**config.mk**
```make
export PLATFORM = sky130hd
export DESIGN_NAME = fixed_irq_ctrl
export DESIGN_NICKNAME = d
export VERILOG_FILES = /design/src/rtl/fic_pkg.sv /design/src/rtl/fic_edge_detect.sv /design/src/rtl/fic_prio_pick.sv /design/src/rtl/fixed_irq_ctrl.sv
export SDC_FILE = /design/constraint.sdc
export NUM_CORES = 1
export LEC_CHECK = 0
export ABC_AREA = 1
export BUFFER_PORTS_ARGS = -buffer_cell sky130_fd_sc_hd__buf_4
export CAP_MARGIN = 20
export CORE_MARGIN = 2
export CORE_UTILIZATION = 60
export DETAILED_ROUTE_END_ITERATION = 8
export PLACE_DENSITY_LB_ADDON = 0.1
export SLEW_MARGIN = 5
export SYNTH_ARGS = -nofsm -noshare
export SYNTH_HDL_FRONTEND = slang
export SYNTH_SLANG_ARGS = --single-unit
```
**constraint.sdc**
```tcl
create_clock -name clk -period 5.6 [get_ports clk]
set_input_delay 1.12 -clock clk [delete_from_list [all_inputs] [get_ports clk]]
set_output_delay 1.12 -clock clk [all_outputs]
set_load 0.02 [all_outputs]
```
**src/rtl/fic_pkg.sv**
```systemverilog
package fic_pkg;
    localparam int IRQ_W  = 3;
    localparam int NIRQ   = 1 << IRQ_W;
    localparam int NSRC   = 4;
    localparam int DATA_W = 8;
    localparam logic [IRQ_W-1:0] SPUR_IRQ = IRQ_W'(NIRQ - 1);

    // source index: 0 tick, 1 net, 2 ser0, 3 ser1
    localparam logic [IRQ_W-1:0] SRC_IRQ [NSRC] = '{3'd0, 3'd5, 3'd4, 3'd3};

    typedef enum logic [1:0] {
        ADDR_MASK = 2'd0,
        ADDR_BASE = 2'd1,
        ADDR_REQ  = 2'd2,
        ADDR_SVC  = 2'd3
    } reg_addr_e;

    typedef struct packed {
        logic [NIRQ-1:0]   mask;
        logic [DATA_W-1:0] base;
        logic [NIRQ-1:0]   req;
        logic [NIRQ-1:0]   svc;
    } ctrl_state_t;

    function automatic logic [NIRQ-1:0] wired_lines();
        logic [NIRQ-1:0] r;
        r = '0;
        for (int i = 0; i < NSRC; i++) r[SRC_IRQ[i]] = 1'b1;
        return r;
    endfunction

    localparam logic [NIRQ-1:0] WIRED = wired_lines();
endpackage

```
**src/rtl/fic_edge_detect.sv**
```systemverilog
module fic_edge_detect #(
    parameter int N = 4
) (
    input  logic         clk,
    input  logic         rst_n,
    input  logic [N-1:0] lvl,
    output logic [N-1:0] rise
);
    logic [N-1:0] prev_d, prev_q;

    always_comb prev_d = lvl;

    always_ff @(posedge clk) begin
        if (!rst_n) prev_q <= '0;
        else        prev_q <= prev_d;
    end

    for (genvar g = 0; g < N; g++) begin : g_rise
        assign rise[g] = lvl[g] & ~prev_q[g];
    end
endmodule

```
**src/rtl/fic_prio_pick.sv**
```systemverilog
module fic_prio_pick #(
    parameter int N = 8,
    parameter int W = $clog2(N)
) (
    input  logic [N-1:0] vec,
    output logic         found,
    output logic [W-1:0] idx
);
    // lowest set index wins
    always_comb begin
        found = |vec;
        idx   = '0;
        for (int i = N - 1; i >= 0; i--) begin
            if (vec[i]) idx = W'(i);
        end
    end
endmodule

```
**src/rtl/fixed_irq_ctrl.sv**
```systemverilog
module fixed_irq_ctrl
    import fic_pkg::*;
#(
    parameter logic [DATA_W-1:0] BASE_RESET = 8'h20
) (
    input  logic              clk,
    input  logic              rst_n,
    input  logic              src_tick,
    input  logic              src_net,
    input  logic              src_ser0,
    input  logic              src_ser1,
    input  logic              bus_wr,
    input  logic [1:0]        bus_addr,
    input  logic [DATA_W-1:0] bus_wdata,
    output logic [DATA_W-1:0] bus_rdata,
    output logic              cpu_irq,
    input  logic              cpu_ack,
    output logic [DATA_W-1:0] ack_vector
);
    ctrl_state_t st_d, st_q;

    logic [NSRC-1:0]  src_vec, src_rise;
    logic [NIRQ-1:0]  rise_irq, pend;
    logic             pend_found, svc_found, take_ack, eoi_ok;
    logic [IRQ_W-1:0] pend_idx, svc_idx, eoi_idx;

    assign src_vec = {src_ser1, src_ser0, src_net, src_tick};

    fic_edge_detect #(.N(NSRC)) edge_i (
        .clk(clk), .rst_n(rst_n), .lvl(src_vec), .rise(src_rise)
    );

    always_comb begin
        rise_irq = '0;
        for (int i = 0; i < NSRC; i++) begin
            if (src_rise[i]) rise_irq[SRC_IRQ[i]] = 1'b1;
        end
    end

    assign pend = st_q.req & ~st_q.mask;

    fic_prio_pick #(.N(NIRQ)) pend_pick_i (
        .vec(pend), .found(pend_found), .idx(pend_idx)
    );
    fic_prio_pick #(.N(NIRQ)) svc_pick_i (
        .vec(st_q.svc), .found(svc_found), .idx(svc_idx)
    );

    assign cpu_irq    = pend_found && (!svc_found || (pend_idx < svc_idx));
    assign take_ack   = cpu_ack && cpu_irq;
    assign ack_vector = st_q.base + {{(DATA_W-IRQ_W){1'b0}}, (cpu_irq ? pend_idx : SPUR_IRQ)};

    assign eoi_idx = bus_wdata[IRQ_W-1:0];
    assign eoi_ok  = (bus_wdata[DATA_W-1:IRQ_W] == '0) && WIRED[eoi_idx];

    always_comb begin
        st_d = st_q;
        if (bus_wr) begin
            unique case (reg_addr_e'(bus_addr))
                ADDR_MASK: st_d.mask = bus_wdata;
                ADDR_BASE: st_d.base = bus_wdata;
                ADDR_REQ:  if (eoi_ok) st_d.svc[eoi_idx] = 1'b0;
                default:   ;
            endcase
        end
        if (take_ack) begin
            st_d.req[pend_idx] = 1'b0;
            st_d.svc[pend_idx] = 1'b1;
        end
        st_d.req = st_d.req | (rise_irq & WIRED);
    end

    always_ff @(posedge clk) begin
        if (!rst_n) begin
            st_q.mask <= '0;
            st_q.base <= BASE_RESET;
            st_q.req  <= '0;
            st_q.svc  <= '0;
        end else begin
            st_q <= st_d;
        end
    end

    always_comb begin
        unique case (reg_addr_e'(bus_addr))
            ADDR_MASK: bus_rdata = st_q.mask;
            ADDR_BASE: bus_rdata = st_q.base;
            ADDR_REQ:  bus_rdata = st_q.req;
            default:   bus_rdata = st_q.svc;
        endcase
    end

    // unwired lines never hold state
    a_r1_unwired_clear: assert property (@(posedge clk) disable iff (!rst_n)
        ((st_q.req | st_q.svc) & ~WIRED) == '0);

    // a pending bit falls only through an acknowledge
    a_r2_req_held: assert property (@(posedge clk) disable iff (!rst_n)
        !cpu_ack |=> (($past(st_q.req) & ~st_q.req) == '0));

    // a granted acknowledge adds exactly one in-service bit
    a_r5_ack_adds_one: assert property (@(posedge clk) disable iff (!rst_n)
        take_ack |=> ($countones(st_q.svc & ~$past(st_q.svc)) == 1));

    // in-service bits never appear without a granted acknowledge
    a_r5_no_svc_without_ack: assert property (@(posedge clk) disable iff (!rst_n)
        !take_ack |=> ((st_q.svc & ~$past(st_q.svc)) == '0));

    // spurious acknowledge leaves the pending set unchanged when no edge arrives
    a_r6_spurious_quiet: assert property (@(posedge clk) disable iff (!rst_n)
        (cpu_ack && !cpu_irq && (src_rise == '0)) |=> (st_q.req == $past(st_q.req)));
endmodule

```
==> impl_metrics.yaml <==
cells_and_area:
  fin_nets: 351
  n_antenna_cell: 0
  drive_above_1_share: 0.189
  final_area_mm2: 0.00236
  nFillCells: 278
  syn_to_final_growth_pct: 17.8
logic_synthesis:
  synth_edf_count: 0
  syn_avg_cell_area_um2: 6.92
  synth_area_mm2: 0.00201
  synth_ff_type: "dfxtp_1"
  ys_seq_elements: 36
  netlist-cell-type-count: 34
  syn_inst: 290
  yosysWarnings: 0
  synth.net_count: 314
  yosysSeqAreaShare: 0.359
  ys_async_sr_fraction: 0
setup_path:
  cp.required_ns: 4.48
  end_kind: "primary output"
  worstPathMaxFanout: 4
  arrival_ns: 3.58
  start_kind: "flip-flop"
  path_class: "reg -> out"
sta:
  min_period_ns: 4.70
  slew_headroom: 0.560
  fin_skew_ns: 0.0122
  rsz0062_at_grt: "false"
  hold_viol: 0
  tightest_slew_ns: 0.658
  max_freq_mhz: 213
  final.setup.tns_ns: 0
  final.period_utilization: 0.839
  slew_violations: 0
  setup_violations: 0
drt:
  firstDrtPassIters: 6
  vias_per_cell: 5.54
  final_antenna_net_count: 0
  wl_mm: 5.10
  avgRoutedWirePerCell_um: 13.7
  dr.first_iter.drc_count: 163
  vias: 2062
  drc: 0
die:
  initial_core_util: 0.641
  fp.coreArea_mm2: 0.00313
  rows: 20
  die_area_mm2: 0.00382
  die_h_um: 61.8
  die_w_um: 61.8
  ios: 35
global_route:
  first_global_vias: 1854
  grtUsageTotal: 0.301
  gr-total-overflow: 0
  grt_pass1_wl_mm: 8.22
  grt_max_degree: 30
  antenna_found_initial: 0
clock_network:
  cts_htree_levels: 2
  cts_setup_buffers: 0
  clk_pin_slew_ns: 0.11
  cts_resized: 0
  clockBufferDepth: 2
  root_buffer: "clkbuf_4"
  clkSinkCount: 36
  cts_tree: "built"
  clk_latency_ns: 0.37
  hold_buffers: 0
  cts_buffers: 5
power_and_ir_drop:
  power_density_mw_per_mm2: 278
  vdd_drop_max_v: 0.000195
  p_leak_uw: 0.00116
job:
  maxCapViolCount: 0
place:
  portBuffers: 34
  place_congestion: 0.945
  hpwl_mm: 3.95
  dpl_cell_area_mm2: 0.00230
run_status:
  run_status: "completed"
worst_hold_path:
  hold_class: "reg -> reg"
==> through the flow <==
step	worst slack, ns	instances	power, uW	hold slack, ns	utilization
floorplan	1.43	290	434	0.435	-
CTS	0.947	372	654	0.483	0.755
finish	0.899	372	656	0.479	0.755
global placement	1.43	364	501	0.447	0.735
global route	0.533	372	692	0.507	0.755
detailed placement	1.37	364	503	0.466	0.735
==> layout by cell type (no fill, tap or decap), types with 2 or more instances in the layout <==
cell	netlist	final
a21oi_1	30	30
o22ai_1	4	4
xor2_1	6	6
buf_4	0	34
nand2_4	2	2
clkbuf_4	0	5
nand4_1	9	9
nand2_2	3	3
inv_1	51	51
ha_1	5	5
nor4_1	3	3
or2_2	4	4
dfxtp_1	36	36
o21ai_1	9	9
nor3_1	7	7
nand2_1	49	49
o21ai_2	2	2
nand3_1	7	7
inv_2	6	6
o41ai_1	2	2
o21ai_0	20	20
nor2_1	20	20
==> Yosys cell counts, drive strengths merged (2+ instances only) <==
| cell | n | share of area |
|---|---|---|
| o22ai | 4 | 0.012 |
| nand3 | 7 | 0.017 |
| nor4 | 3 | 0.0094 |
| a21oi | 30 | 0.075 |
| buf | 2 | 0.0044 |
| inv | 57 | 0.11 |
| xor2 | 6 | 0.026 |
| ha | 5 | 0.031 |
| or2 | 6 | 0.020 |
| o21ai | 31 | 0.081 |
| a31oi | 2 | 0.014 |
| clkbuf | 2 | 0.0037 |
| nor3 | 7 | 0.017 |
| dfxtp | 36 | 0.36 |
| nand2 | 54 | 0.11 |
| o41ai | 2 | 0.0087 |
| nand4 | 9 | 0.028 |
| nor2 | 21 | 0.041 |
==> cell families (layout without fill, tap and decap cells) <==
kind of cell	Yosys count	count (layout)	synth area share
AO/OA/AOI/OAI	74	74	0.213
adder cells (fa/ha/maj)	6	6	0.0412
buffers and inverters	61	99	0.115
flip-flops	36	36	0.359
XOR/XNOR	6	6	0.0262
AND/OR/NAND/NOR	107	107	0.245
==> power breakdown <==
| part | total [uW] | leakage (uW) | switching, uW | internal [uW] |
|---|---|---|---|---|
| registers | 281 | 0.000295 | 10.5 | 270 |
| clock network | 156 | 0.0000315 | 94.4 | 61.4 |
| logic | 220 | 0.000838 | 137 | 82.2 |
| total | 656 | 0.00116 | 242 | 414 |
==> metal layers <==
| layer | wire [um] | share of wire | up-vias | GRT usage |
|---|---|---|---|---|
| li1 | - | - | 1029 | - |
| met1 | 2230 | 0.44 | 930 | 0.390 |
| met2 | 2350 | 0.46 | 87 | 0.481 |
| met3 | 393 | 0.077 | 16 | 0.0704 |
| met4 | 123 | 0.024 | 0 | 0.128 |
| met5 | 0 | 0 | - | 0 |
==> flip-flops by register name, indices dropped and copies added, names as in the netlist <==
name           count
st_q              32
edge_i.prev_q      4
==> cell type report <==
cell class	instances	area [um^2]	share of cell area
Timing Repair Buffer	34	255	0.108
Inverter	57	214	0.0906
Clock buffer	7	55.1	0.0233
Sequential cell	36	721	0.305
Multi-Input combinational cell	193	1050	0.447
Tap cell	44	55.1	0.0233
Clock inverter	1	7.51	0.00318
==> worst max-delay path, stage by stage, from the launching register on <==
cell and delay, ns:
dfxtp_1 0.37, nor4_1 0.55, nand2_1 0.13, ha_1 0.33, a21oi_1 0.16, nand2_2 0.10
a21boi_2 0.20, nand2_1 0.10, ha_1 0.33, a21oi_1 0.17, inv_1 0.05, a31oi_1 0.29
nor4_1 0.10, xor2_1 0.15, buf_4 0.17
==> path summary, 6_finish.rpt <==
kind	start	to	slack (ns)	cells past startpoint
worst max-delay path	st_q[0]	ack_vector[7]	0.90	14
worst min-delay path	st_q[15]	st_q[15]	0.48	2
worst max register to register	st_q[0]	st_q[15]	3.43	9
worst min register to register	st_q[15]	st_q[15]	0.48	2
Note: power is estimated with default switching activity, not from simulation.
